$ cat config.mk
export PLATFORM = sky130hd
export DESIGN_NAME = pwm_latched_gen
export DESIGN_NICKNAME = d
export VERILOG_FILES = /design/src/rtl/pwm_gen_pkg.sv /design/src/rtl/pwm_rst_sync.sv /design/src/rtl/pwm_time_regs.sv /design/src/rtl/pwm_phase_ctr.sv /design/src/rtl/pwm_en_ctl.sv /design/src/rtl/pwm_latched_gen.sv
export SDC_FILE = /design/constraint.sdc
export NUM_CORES = 1
export LEC_CHECK = 0
export ABC_AREA = 1
export BUFFER_PORTS_ARGS = -buffer_cell sky130_fd_sc_hd__buf_4
export CORE_MARGIN = 5
export CORE_UTILIZATION = 30
export DETAILED_ROUTE_END_ITERATION = 10
export GPL_TIMING_DRIVEN = 0
export SYNTH_ARGS = -nofsm -noshare
export SYNTH_HDL_FRONTEND = slang
export SYNTH_SLANG_ARGS = --single-unit
$ cat constraint.sdc
create_clock -name clk_i -period 2.6 [get_ports clk_i]
set_input_delay 0.39 -clock clk_i [delete_from_list [all_inputs] [get_ports clk_i]]
set_output_delay 0.39 -clock clk_i [all_outputs]
set_load 0.02 [all_outputs]
$ cat src/rtl/pwm_gen_pkg.sv
package pwm_gen_pkg;

  typedef enum logic [1:0] {
    PH_IDLE  = 2'd0,
    PH_ON    = 2'd1,
    PH_OFF   = 2'd2,
    PH_EMPTY = 2'd3
  } phase_e;

  localparam logic [1:0] SEL_OFF_LO = 2'd0;
  localparam logic [1:0] SEL_OFF_HI = 2'd1;
  localparam logic [1:0] SEL_ON_LO  = 2'd2;
  localparam logic [1:0] SEL_ON_HI  = 2'd3;

endpackage

$ cat src/rtl/pwm_rst_sync.sv
module pwm_rst_sync #(
  parameter int STAGES = 2
) (
  input  logic clk_i,
  input  logic rst_ni,
  output logic rst_no
);

  logic [STAGES-1:0] sync_q;
  logic [STAGES-1:0] sync_d;

  always_comb begin
    sync_d = {sync_q[STAGES-2:0], 1'b1};
  end

  always_ff @(posedge clk_i or negedge rst_ni) begin
    if (!rst_ni) sync_q <= '0;
    else         sync_q <= sync_d;
  end

  assign rst_no = sync_q[STAGES-1];

endmodule

$ cat src/rtl/pwm_time_regs.sv
module pwm_time_regs
  import pwm_gen_pkg::*;
#(
  parameter int BYTE_W = 8,
  localparam int CNT_W = 2 * BYTE_W
) (
  input  logic              clk_i,
  input  logic              rst_ni,
  input  logic              wr_en_i,
  input  logic [1:0]        wr_sel_i,
  input  logic [BYTE_W-1:0] wr_data_i,
  output logic [CNT_W-1:0]  on_sh_o,
  output logic [CNT_W-1:0]  off_sh_o
);

  logic [BYTE_W-1:0] off_lo_q, off_lo_d;
  logic [BYTE_W-1:0] off_hi_q, off_hi_d;
  logic [BYTE_W-1:0] on_lo_q,  on_lo_d;
  logic [CNT_W-1:0]  on_sh_q,  on_sh_d;
  logic [CNT_W-1:0]  off_sh_q, off_sh_d;
  logic              commit;

  assign commit = wr_en_i && (wr_sel_i == SEL_ON_HI);

  always_comb begin
    off_lo_d = off_lo_q;
    off_hi_d = off_hi_q;
    on_lo_d  = on_lo_q;
    on_sh_d  = on_sh_q;
    off_sh_d = off_sh_q;
    if (wr_en_i) begin
      case (wr_sel_i)
        SEL_OFF_LO: off_lo_d = wr_data_i;
        SEL_OFF_HI: off_hi_d = wr_data_i;
        SEL_ON_LO:  on_lo_d  = wr_data_i;
        default:    ;
      endcase
    end
    if (commit) begin
      on_sh_d  = {wr_data_i, on_lo_q};
      off_sh_d = {off_hi_q, off_lo_q};
    end
  end

  always_ff @(posedge clk_i or negedge rst_ni) begin
    if (!rst_ni) begin
      off_lo_q <= '0;
      off_hi_q <= '0;
      on_lo_q  <= '0;
      on_sh_q  <= '0;
      off_sh_q <= '0;
    end else begin
      off_lo_q <= off_lo_d;
      off_hi_q <= off_hi_d;
      on_lo_q  <= on_lo_d;
      on_sh_q  <= on_sh_d;
      off_sh_q <= off_sh_d;
    end
  end

  assign on_sh_o  = on_sh_q;
  assign off_sh_o = off_sh_q;

  // shadow times move only on a commit write
  p_shadow_hold_r2: assert property (@(posedge clk_i) disable iff (!rst_ni)
    !commit |=> ($stable(on_sh_q) && $stable(off_sh_q)));

  // commit takes the written byte as the on-time high byte
  p_commit_high_r2: assert property (@(posedge clk_i) disable iff (!rst_ni)
    commit |=> (on_sh_q[CNT_W-1:BYTE_W] == $past(wr_data_i)));

endmodule

$ cat src/rtl/pwm_phase_ctr.sv
module pwm_phase_ctr
  import pwm_gen_pkg::*;
#(
  parameter int CNT_W = 16
) (
  input  logic             clk_i,
  input  logic             rst_ni,
  input  logic             en_i,
  input  logic             tick_i,
  input  logic             mode_i,
  input  logic [CNT_W-1:0] on_sh_i,
  input  logic [CNT_W-1:0] off_sh_i,
  output logic             phase_on_o,
  output logic             done_o
);

  localparam logic [CNT_W-1:0] CNT_ONE = CNT_W'(1);

  phase_e           phase_q, phase_d;
  logic [CNT_W-1:0] cnt_q, cnt_d;
  logic [CNT_W-1:0] off_q, off_d;
  logic             restart;
  logic             period_end;

  always_comb begin
    phase_d    = phase_q;
    cnt_d      = cnt_q;
    off_d      = off_q;
    restart    = 1'b0;
    period_end = 1'b0;
    done_o     = 1'b0;

    if (!en_i) begin
      phase_d = PH_IDLE;
      cnt_d   = '0;
    end else begin
      case (phase_q)
        PH_IDLE: restart = 1'b1;
        PH_ON: begin
          if (tick_i) begin
            if (cnt_q == CNT_ONE) begin
              if (off_q != '0) begin
                phase_d = PH_OFF;
                cnt_d   = off_q;
              end else begin
                period_end = 1'b1;
              end
            end else begin
              cnt_d = cnt_q - CNT_ONE;
            end
          end
        end
        PH_OFF: begin
          if (tick_i) begin
            if (cnt_q == CNT_ONE) period_end = 1'b1;
            else                  cnt_d = cnt_q - CNT_ONE;
          end
        end
        default: begin
          if (tick_i) period_end = 1'b1;
        end
      endcase

      if (period_end) begin
        if (mode_i) begin
          done_o  = 1'b1;
          phase_d = PH_IDLE;
          cnt_d   = '0;
        end else begin
          restart = 1'b1;
        end
      end

      if (restart) begin
        off_d = off_sh_i;
        if (on_sh_i != '0) begin
          phase_d = PH_ON;
          cnt_d   = on_sh_i;
        end else if (off_sh_i != '0) begin
          phase_d = PH_OFF;
          cnt_d   = off_sh_i;
        end else begin
          phase_d = PH_EMPTY;
          cnt_d   = '0;
        end
      end
    end
  end

  always_ff @(posedge clk_i or negedge rst_ni) begin
    if (!rst_ni) begin
      phase_q <= PH_IDLE;
      cnt_q   <= '0;
      off_q   <= '0;
    end else begin
      phase_q <= phase_d;
      cnt_q   <= cnt_d;
      off_q   <= off_d;
    end
  end

  assign phase_on_o = (phase_q == PH_ON);

  // without a tick a running phase holds its count and phase
  p_tick_only_r3: assert property (@(posedge clk_i) disable iff (!rst_ni)
    (en_i && !tick_i && phase_q != PH_IDLE) |=> ($stable(cnt_q) && $stable(phase_q)));

  // a disabled block drops back to idle
  p_idle_when_off_r4: assert property (@(posedge clk_i) disable iff (!rst_ni)
    !en_i |=> (phase_q == PH_IDLE));

  // completion is signalled only in single-period mode
  p_done_mode_r8: assert property (@(posedge clk_i) disable iff (!rst_ni)
    done_o |-> mode_i);

endmodule

$ cat src/rtl/pwm_en_ctl.sv
module pwm_en_ctl (
  input  logic clk_i,
  input  logic rst_ni,
  input  logic en_wr_i,
  input  logic en_val_i,
  input  logic done_i,
  input  logic phase_on_i,
  input  logic gate_i,
  input  logic ext_pwm_i,
  output logic en_o,
  output logic pwm_o
);

  logic en_q, en_d;

  always_comb begin
    en_d = en_q;
    if (en_wr_i)     en_d = en_val_i;
    else if (done_i) en_d = 1'b0;
  end

  always_ff @(posedge clk_i or negedge rst_ni) begin
    if (!rst_ni) en_q <= 1'b0;
    else         en_q <= en_d;
  end

  assign en_o  = en_q;
  assign pwm_o = en_q && phase_on_i && (!gate_i || ext_pwm_i);

  // single-period completion clears the enable bit
  p_oneshot_clear_r8: assert property (@(posedge clk_i) disable iff (!rst_ni)
    (done_i && !en_wr_i) |=> !en_q);

  // host write lands on the next cycle
  p_host_write_r10: assert property (@(posedge clk_i) disable iff (!rst_ni)
    en_wr_i |=> (en_q == $past(en_val_i)));

endmodule

$ cat src/rtl/pwm_latched_gen.sv
module pwm_latched_gen #(
  parameter int BYTE_W = 8,
  parameter int SYNC_STAGES = 2,
  localparam int CNT_W = 2 * BYTE_W
) (
  input  logic              clk_i,
  input  logic              rst_ni,
  input  logic              tick_i,
  input  logic              wr_en_i,
  input  logic [1:0]        wr_sel_i,
  input  logic [BYTE_W-1:0] wr_data_i,
  input  logic              en_wr_i,
  input  logic              en_val_i,
  input  logic              mode_i,
  input  logic              gate_i,
  input  logic              ext_pwm_i,
  output logic              pwm_o,
  output logic              en_o
);

  logic             rst_n;
  logic [CNT_W-1:0] on_sh;
  logic [CNT_W-1:0] off_sh;
  logic             phase_on;
  logic             done;
  logic             en_int;

  pwm_rst_sync #(.STAGES(SYNC_STAGES)) u_rst (
    .clk_i  (clk_i),
    .rst_ni (rst_ni),
    .rst_no (rst_n)
  );

  pwm_time_regs #(.BYTE_W(BYTE_W)) u_times (
    .clk_i     (clk_i),
    .rst_ni    (rst_n),
    .wr_en_i   (wr_en_i),
    .wr_sel_i  (wr_sel_i),
    .wr_data_i (wr_data_i),
    .on_sh_o   (on_sh),
    .off_sh_o  (off_sh)
  );

  pwm_phase_ctr #(.CNT_W(CNT_W)) u_ctr (
    .clk_i      (clk_i),
    .rst_ni     (rst_n),
    .en_i       (en_int),
    .tick_i     (tick_i),
    .mode_i     (mode_i),
    .on_sh_i    (on_sh),
    .off_sh_i   (off_sh),
    .phase_on_o (phase_on),
    .done_o     (done)
  );

  pwm_en_ctl u_en (
    .clk_i      (clk_i),
    .rst_ni     (rst_n),
    .en_wr_i    (en_wr_i),
    .en_val_i   (en_val_i),
    .done_i     (done),
    .phase_on_i (phase_on),
    .gate_i     (gate_i),
    .ext_pwm_i  (ext_pwm_i),
    .en_o       (en_int),
    .pwm_o      (pwm_o)
  );

  assign en_o = en_int;

  // no output while disabled
  p_low_when_off_r4: assert property (@(posedge clk_i) disable iff (!rst_n)
    !en_o |-> !pwm_o);

  // a low external signal blocks a gated output
  p_gate_block_r9: assert property (@(posedge clk_i) disable iff (!rst_n)
    (gate_i && !ext_pwm_i) |-> !pwm_o);

  // nothing runs during reset
  always_comb begin
    if (!rst_ni) begin
      p_reset_quiet_r11: assert (!pwm_o);
    end
  end

endmodule

== Word-level counts from Yosys, hierarchy flattened ==
Cells that the tools add are included.

* Bits of input ports: 19
* Word-level logic and storage cells: 71
* Register bits: 93
* Output and inout bits: 2

* Add/sub/neg operators: 1
* Reduce and logical (&&, ||, !) cells: 15
* Eq/ne operators: 6
* Mux-type cells: 39

{| class="wikitable"
|+ Operators by type and width
! operator !! number
|-
| $mux 16 || 11
|-
| $reduce_bool 16->1 || 3
|-
| $pmux 16 s2 || 1
|-
| $mux 2 || 9
|-
| $mux 1 || 17
|-
| $eq 16x1->1 const B || 1
|-
| $sub 16x1->16 const B || 1
|-
| $reduce_and 2->1 || 4
|-
| $eq 2x2->1 const B || 3
|-
| $eq 2x1->1 const B || 2
|-
| $logic_not 2->1 || 2
|-
| $logic_and 1x1->1 || 3
|-
| $pmux 1 s3 || 1
|-
| $reduce_bool 2->1 || 1
|-
| $logic_not 1->1 || 1
|-
| $logic_or 1x1->1 || 1
|}

== Depth between registers and ports, before layout ==
Gate-level depths: netlist (run 1).

* Word-level depth: 10
* Mapped depth: 16
* Depth with buffers taken out: 15

== Modules after synthesis ==
Synthesis (run 1) repeated with hierarchy kept, for this count alone.

* Cells, all modules: 762
* Area, all modules: 5565.3 um2

{| class="wikitable"
|+ Modules (own cells, without submodules)
! module !! area each (um2) !! cells an instance !! times used !! sequential area each (um2)
|-
| pwm_phase_ctr || 3075.4 || 500 || 1 || 850.8
|-
| pwm_time_regs || 2379.8 || 251 || 1 || 1401.3
|-
| pwm_en_ctl || 56.3 || 8 || 1 || 25.0
|-
| pwm_rst_sync || 53.8 || 3 || 1 || 50.0
|}

== Worst setup path before layout (run 1) ==
OpenSTA, ideal clock, no wires.

* Kind: flip-flop to flip-flop
* Start point: register u_ctr.phase_q[0]
* End point: register u_ctr.off_q[12]
* Required time: 2.483 ns
* Library setup time: 0.117 ns
* Path buffers: 2
* Arrival time: 1.688 ns
* Cell stages (with the launch flop): 14
* Clock period less this slack: 1.805 ns
* Setup slack: 0.795 ns
* Cell sequence: dfrtp_1 -> inv_1 -> ha_1 -> clkbuf_1 -> inv_1 -> nor2_1 -> nand2_1 -> nand2_2 -> nand3_2 -> nand2_2 -> nand2_1 -> buf_2 -> nand2_1 -> nand2_1

* Longest elaborated chain between the ends: 6
* Elaborated cells on any way between the ends: 10
* Those cells by class: eq/ne: 2; mux: 6; reduce/logical: 2

{| class="wikitable"
|+ Ends and longest elaborated chain
! item !! RTL line !! source
|-
| start: declaration || pwm_phase_ctr.sv:19 || <nowiki>phase_e phase_q, phase_d;</nowiki>
|-
| start signal: assignment || pwm_phase_ctr.sv:96 || <nowiki>phase_q <= phase_d;</nowiki>
|-
| $eq 2x2->1, or another cell as far along || pwm_phase_ctr.sv:37 || <nowiki>case (phase_q)</nowiki>
|-
| $pmux 1 s3 / $mux 1 (equally long branches) || pwm_phase_ctr.sv:37 ||
|-
| $mux 1 (on tied branches) || pwm_phase_ctr.sv:33, pwm_phase_ctr.sv:65 ||
|-
| $mux 1 * || pwm_phase_ctr.sv:64 || <nowiki>if (period_end) begin</nowiki>
|-
| $mux 1 * || pwm_phase_ctr.sv:33 || <nowiki>if (!en_i) begin</nowiki>
|-
| $reduce_and 2->1 (no line) * || -- ||
|-
| end signal: assignment || pwm_phase_ctr.sv:94 || <nowiki>off_q <= '0;</nowiki>
|-
| end signal: assignment || pwm_phase_ctr.sv:98 || <nowiki>off_q <= off_d;</nowiki>
|-
| end: declaration || pwm_phase_ctr.sv:21 || <nowiki>logic [CNT_W-1:0] off_q, off_d;</nowiki>
|}

Every way passes the cells marked *; elsewhere a longest branch is shown, timed or not. The select of a mux whose other input is x is not followed.
A chain may end at the register's enable or synchronous reset.

== Worst setup path in the final report (run 1) ==
* Start point: register u_ctr.phase_q[0]
* End point: register u_ctr.cnt_q[8]

* Longest elaborated chain between the ends: 7
* Elaborated cells on any way between the ends: 14
* Those cells by class: eq/ne: 2; mux: 11; reduce/logical: 1

{| class="wikitable"
|+ Ends and longest elaborated chain
! item !! RTL line !! source
|-
| $eq 2x2->1, or another cell as far along || pwm_phase_ctr.sv:37 ||
|-
| $pmux 1 s3 / $mux 1 (equally long branches) || pwm_phase_ctr.sv:37 ||
|-
| $mux 1 (on tied branches) || pwm_phase_ctr.sv:33, pwm_phase_ctr.sv:65 ||
|-
| $mux 1 || pwm_phase_ctr.sv:64 ||
|-
| $mux 1 || pwm_phase_ctr.sv:33 ||
|-
| $mux 16 * || pwm_phase_ctr.sv:74 || <nowiki>if (restart) begin</nowiki>
|-
| $mux 16 * || pwm_phase_ctr.sv:33 ||
|-
| named net u_ctr.cnt_d[8] || pwm_phase_ctr.sv:20 || <nowiki>logic [CNT_W-1:0] cnt_q, cnt_d;</nowiki>
|-
| end signal: assignment || pwm_phase_ctr.sv:97 || <nowiki>cnt_q <= cnt_d;</nowiki>
|-
| end: declaration || pwm_phase_ctr.sv:20 ||
|}

The timed path passes the listed nets; every way through them passes the cells marked *. The select of a mux whose other input is x is not followed.

==> results of run 1 <==
flip-flops by register name (all words and copies together) (netlist names):
signal / flops
u_times.off_lo_q: 8
u_rst.sync_q: 2
u_times.off_hi_q: 8
u_times.on_sh_o: 16
u_ctr.off_q: 16
u_times.off_sh_o: 16
u_ctr.cnt_q: 16
u_ctr.phase_q: 2
u_times.on_lo_q: 8
u_en.en_o: 1
worst max-delay path by stage:
stage                          start               to  slack (ps)  cells after the start
floorplan           u_ctr.phase_q[0]  u_ctr.off_q[12]         790                     13
global placement    u_ctr.phase_q[0]   u_ctr.cnt_q[8]         320                     11
detailed placement  u_ctr.phase_q[1]  u_ctr.cnt_q[11]         330                     13
CTS                 u_ctr.phase_q[1]  u_ctr.cnt_q[11]         290                     13
global route          u_ctr.cnt_q[1]   u_ctr.cnt_q[7]          50                     14
finish              u_ctr.phase_q[0]   u_ctr.cnt_q[8]         310                     11
cells in the mapped netlist (all sizes together):
cell type / instances / area share [%]
nand2: 196 / 15
dfrtp: 93 / 46
nor2: 78 / 6.0
inv: 73 / 5.4
nand3: 66 / 6.7
o21ai: 56 / 5.6
a21oi: 22 / 2.3
mux2: 22 / 4.9
clkbuf: 15 / 1.1
nand3b: 11 / 1.6
nand4: 11 / 1.4
buf: 10 / 1.2
ha: 6 / 1.5
o21bai: 3 / 0.45
a31o: 1 / 0.17
a31oi: 1 / 0.12
clkinv: 1 / 0.074
conb: 1 / 0.074
nor3: 1 / 0.099
o211ai: 1 / 0.15
xnor2: 1 / 0.17
kinds of logic after synthesis:
logic type,Yosys count,synth area share (%)
multiplexers,22,4.92
flip-flops,93,46.2
XOR/XNOR,1,0.174
AND/OR/NAND/NOR,363,30.5
AO/OA/AOI/OAI,84,8.72
adder cells (fa/ha/maj),6,1.49
other,1,0.0745
buffers and inverters,99,7.88
power by group:
| part | internal (mW) | switching [mW] |
|---|---|---|
| Clock | 0.957 | 0.601 |
| Combinational | 0.509 | 0.830 |
| Sequential | 1.76 | 0.289 |
area by class of cell:
type	instances	area [µm²]
buffer	25	119
sequential	93	2330
multi-input combinational	477	2310
inverter	74	278
tap	220	275
clock buffer	9	225
timing repair buffer	22	188
clock inverter	7	129
fill	1734	10700
per-layer routing:
metal | part of all wire [%] | wire (µm) | global-route usage (%) | up-vias
met1 | 47 | 6240 | 18.8 | 2028
li1 | - | - | - | 2211
met2 | 46 | 6180 | 23.1 | 100
met3 | 4.8 | 644 | 2.71 | 16
met4 | 2.3 | 303 | 4.90 | 0
met5 | 0 | 0 | 0 | -
critical path, cell delays in order, from the launching register on:
cell,delay [ps]
dfrtp_1,400
inv_1,120
ha_1,240
clkbuf_1,190
inv_1,210
nor2_1,70
nand2_1,90
nand2_2,80
a21oi_2,260
buf_2,330
nand4_1,160
nand2_1,80
per-stage QoR:
step	instance area [µm²]	setup WS (ps)	power, mW	util [%]
3_5_place_dp	5490	331	3.40	33.2
5_1_grt	5860	51.7	5.29	35.4
3_3_place_gp	5460	316	3.37	33.1
2_1_floorplan	5040	795	3.00	-
6_report	5860	307	4.95	35.4
4_1_cts	5860	294	4.98	35.4
==> impl_metrics.csv, run 1 <==
group,metric,value,unit
detailed_routing,ant_nets,0,
die,die_w,140,µm
sta,holdWs,225,ps
synthesis,synth_cells,669,
die,die_height,140,µm
synthesis,syn_nets,694,
worst_setup_path,worstPathMaxFanout,10,
status,status,"finished, final reports clean",
synthesis,syn_area,5040,µm²
worst_setup_path,reg2reg_slack,310,ps
clocking,h-tree-depth,3,
worst_setup_path,startpoint_type,"flop",
clocking,numCtsBuffers,9,
worst_setup_path,critPathCaptureType,"flop",
layout,final_common_cell,"nand2_1",
sta,slew_headroom,59.8,%
sta,drv_slew,0,
clocking,cts_sinks,93,
placement,globalplace.congestion,0.944,
detailed_routing,drc,0,
global_route,antenna_found_initial,0,
power_and_ir_drop,p_leak,2.96,nW
detailed_routing,initialDrtViolationCount,369,
synthesis,yosysSeqAreaShare,46.2,%
detailed_routing,wl_per_cell,14.4,µm
clocking,cts_post_setup_buffers_inserted,0,
layout,layout-drive-gt1-share,11.3,%
detailed_routing,wl,13400,µm
layout,syn2layout_area_growth,16.3,%
detailed_routing,drtPass1Iterations,5,
clocking,cts_resized,0,
synthesis,synth_warnings,0,
sta,hold_viol,0,
power_and_ir_drop,ir_worst_vdd,0.000596,V
worst_setup_path,r2r_start,"u_ctr.phase_q[0]",
die,dieArea,19500,µm²
global_route,grt_pass1_wl,22200,µm
die,initial_core_util,30.5,%
layout,diodes,0,
placement,place_inst,910,
sta,timing.final.crit_share,88.2,%
layout,final_nets,727,
sta,min_period,2290,ps
sta,tns,0,ps
worst_setup_path,regToRegEndpoint,"u_ctr.cnt_q[8]",
detailed_routing,vias,4355,
worst_setup_path,arrival,2580,ps
detailed_routing,vias_per_cell,4.70,
placement,dp_hpwl,10000,µm
synthesis,synth_cell_types,27,
worst_setup_path,reg2regPathDepth,11,
global_route,gr-total-overflow,0,
clocking,cts-root-buf,"clkbuf_16",
global_route,grt_usage,14.1,%
synthesis,syn_area_per_cell,7.53,µm²
die,fp-row-count,47,
layout,finalNonFillerCells,927,
placement,portBuffers,20,
sta,clock-skew-final,5.53,ps
min_path,min_path_type,"reg -> async",
layout,final_cell_mix,"193 x nand2_1, 92 x dfrtp_1, 74 x nor2_1, 73 x inv_1, 65 x nand3_1",
worst_setup_path,required,2880,ps
global_route,first_global_vias,4359,
sta,setup_viol,0,
sta,worst_pin_slew,603,ps
sta,rsz0062_at_grt,"false",
power_and_ir_drop,power_density,845,nW/µm²
clocking,clock_path_buffers,2,
die,coreArea,16500,µm²
clocking,cts_hold_buffers,1,
worst_setup_path,crit_type,"reg -> reg",
clocking,insertion_delay,340,ps
job,maxCapViolCount,0,
sta,max_clock_freq,436,MHz
clocking,path_clk_slew,70,ps
global_route,grt_start_max_net_pins,72,
synthesis,ys_ff_latch,93,
die,io_pins,21,
clocking,cts_tree,"yes",
No activity file was read; power rests on OpenSTA's default activity.
==> inputs of run 2 (changes only) <==
--- a/config.mk
+++ b/config.mk
@@ -7,10 +7,12 @@
 export LEC_CHECK = 0
 export ABC_AREA = 1
 export BUFFER_PORTS_ARGS = -buffer_cell sky130_fd_sc_hd__buf_4
+export CAP_MARGIN = 20
 export CORE_MARGIN = 5
 export CORE_UTILIZATION = 30
 export DETAILED_ROUTE_END_ITERATION = 10
 export GPL_TIMING_DRIVEN = 0
+export RECOVER_POWER = 50
 export SYNTH_ARGS = -nofsm -noshare
 export SYNTH_HDL_FRONTEND = slang
 export SYNTH_SLANG_ARGS = --single-unit
==> run 2 against run 1 <==
Non-clock buffer count unchanged; largest cell class unchanged; maximum frequency up 0.39%; die area is the same; via count increased by 0.44%.
==> impl_metrics.csv, run 2 (synthesis gave the netlist of run 1 again) <==
group,metric,value,unit
status,status,"finished, final reports clean",
worst_setup_path,reg2regPathDepth,11,
sta,max_clock_freq,438,MHz
clocking,cts_hold_buffers,1,
worst_setup_path,crit_type,"reg -> reg",
worst_setup_path,regToRegEndpoint,"u_ctr.cnt_q[8]",
detailed_routing,vias,4374,
global_route,grt_start_max_net_pins,72,
sta,clock-skew-final,5.67,ps
die,initial_core_util,30.5,%
power_and_ir_drop,power,4.95,mW
placement,place_inst,910,
worst_setup_path,required,2890,ps
placement,globalplace.congestion,0.944,
die,coreArea,16500,µm²
layout,fillCellCount,1735,
worst_setup_path,critPathCaptureType,"flop",
die,die_w,140,µm
layout,finalNonFillerCells,927,
clocking,cts_resized,0,
global_route,grt_pass1_wl,22200,µm
layout,syn2layout_area_growth,15.7,%
layout,diodes,0,
global_route,grt_usage,14.1,%
die,die_height,140,µm
die,io_pins,21,
clocking,cts_tree,"yes",
sta,worst_pin_slew,951,ps
power_and_ir_drop,power_density,849,nW/µm²
worst_setup_path,reg2reg_slack,320,ps
layout,final_common_cell,"nand2_1",
min_path,hold_path_end,"u_en.en_o",
sta,tns,0,ps
min_path,min_path_type,"in -> reg",
sta,timing.final.crit_share,87.9,%
layout,layout-drive-gt1-share,10.9,%
layout,final_nets,727,
power_and_ir_drop,p_leak,2.95,nW
die,dieArea,19500,µm²
min_path,hp-start,"en_val_i",
global_route,first_global_vias,4359,
clocking,clock_path_buffers,2,
detailed_routing,initialDrtViolationCount,371,
sta,rsz0062_at_grt,"false",
detailed_routing,drc,0,
job,maxCapViolCount,0,
power_and_ir_drop,ir_worst_vdd,0.000595,V
sta,setup_viol,0,
detailed_routing,wl,13400,µm
min_path,whs_path_depth,3,
clocking,cts_sinks,93,
sta,hold_viol,0,
clocking,cts-root-buf,"clkbuf_16",
placement,dp_hpwl,10000,µm
clocking,cts_post_setup_buffers_inserted,0,
clocking,h-tree-depth,3,
global_route,antenna_found_initial,0,
layout,final_cell_mix,"193 x nand2_1, 93 x dfrtp_1, 74 x nor2_1, 73 x inv_1, 65 x nand3_1",
sta,drv_slew,0,
detailed_routing,drtPass1Iterations,5,
worst_setup_path,arrival,2570,ps
clocking,path_clk_slew,70,ps
sta,min_period,2280,ps
sta,holdWs,259,ps
layout,finalInstanceArea,5830,µm²
worst_setup_path,startpoint_type,"flop",
clocking,numCtsBuffers,9,
detailed_routing,vias_per_cell,4.72,
detailed_routing,wl_per_cell,14.4,µm
detailed_routing,ant_nets,0,
global_route,gr-total-overflow,0,
placement,portBuffers,20,
worst_setup_path,worstPathMaxFanout,10,
clocking,insertion_delay,350,ps
worst_setup_path,r2r_start,"u_ctr.phase_q[0]",
die,fp-row-count,47,
sta,slew_headroom,36.6,%
placement,place_area,5490,µm²
## run 2: cell types whose count changed in the layout (fill, tap and decap cells not counted), sizes merged
cell and delta:
buf -3, clkbuf +3
## run 2: critical path, stage by stage (launching register included)
cell	delay [ps]
dfrtp_1	400
inv_1	120
ha_1	240
clkbuf_1	190
inv_1	210
nor2_1	70
nand2_1	90
nand2_2	80
a21oi_2	250
buf_2	320
nand4_1	160
nand2_1	80
## run 2: layout make-up
| class | count | area (µm²) | area share, % |
|---|---|---|---|
| plain buffers | 25 | 119 | 2.04 |
| clock buffers | 9 | 225 | 3.87 |
| clock inverters | 7 | 129 | 2.21 |
| inverters | 74 | 278 | 4.77 |
| multi-input cells | 477 | 2310 | 39.7 |
| flip-flops and latches | 93 | 2330 | 39.9 |
| well taps | 220 | 275 | 4.73 |
| repair buffers | 22 | 160 | 2.75 |
## run 2: worst max-delay path by stage
| stage | startpoint | end |
|---|---|---|
| floorplan | u_ctr.phase_q[0] | u_ctr.off_q[12] |
| global placement | u_ctr.phase_q[0] | u_ctr.cnt_q[8] |
| detailed placement | u_ctr.phase_q[1] | u_ctr.cnt_q[11] |
| CTS | u_ctr.phase_q[1] | u_ctr.cnt_q[11] |
| global route | u_ctr.cnt_q[1] | u_ctr.cnt_q[7] |
| finish | u_ctr.phase_q[0] | u_ctr.cnt_q[8] |
## run 2: through the flow
step	utilization (%)	setup WS, ps
floorplan	-	795
CTS	35.4	294
global placement	33.1	316
detailed placement	33.2	331
finish	35.3	315
global route	35.3	51.7
## run 2: per-layer routing
layer	up-vias	track usage [%]	part of all wire, %
met1	2039	18.8	47
li1	2210	-	-
met5	-	0	0
met3	23	2.71	4.7
met2	102	23.1	46
met4	0	4.90	2.4
## run 2: power breakdown
part | leakage, nW | internal, mW | switching, mW
registers | 1.18 | 1.76 | 0.289
clock network | 0.170 | 0.957 | 0.605
logic | 1.59 | 0.504 | 0.833
total | 2.95 | 3.22 | 1.73
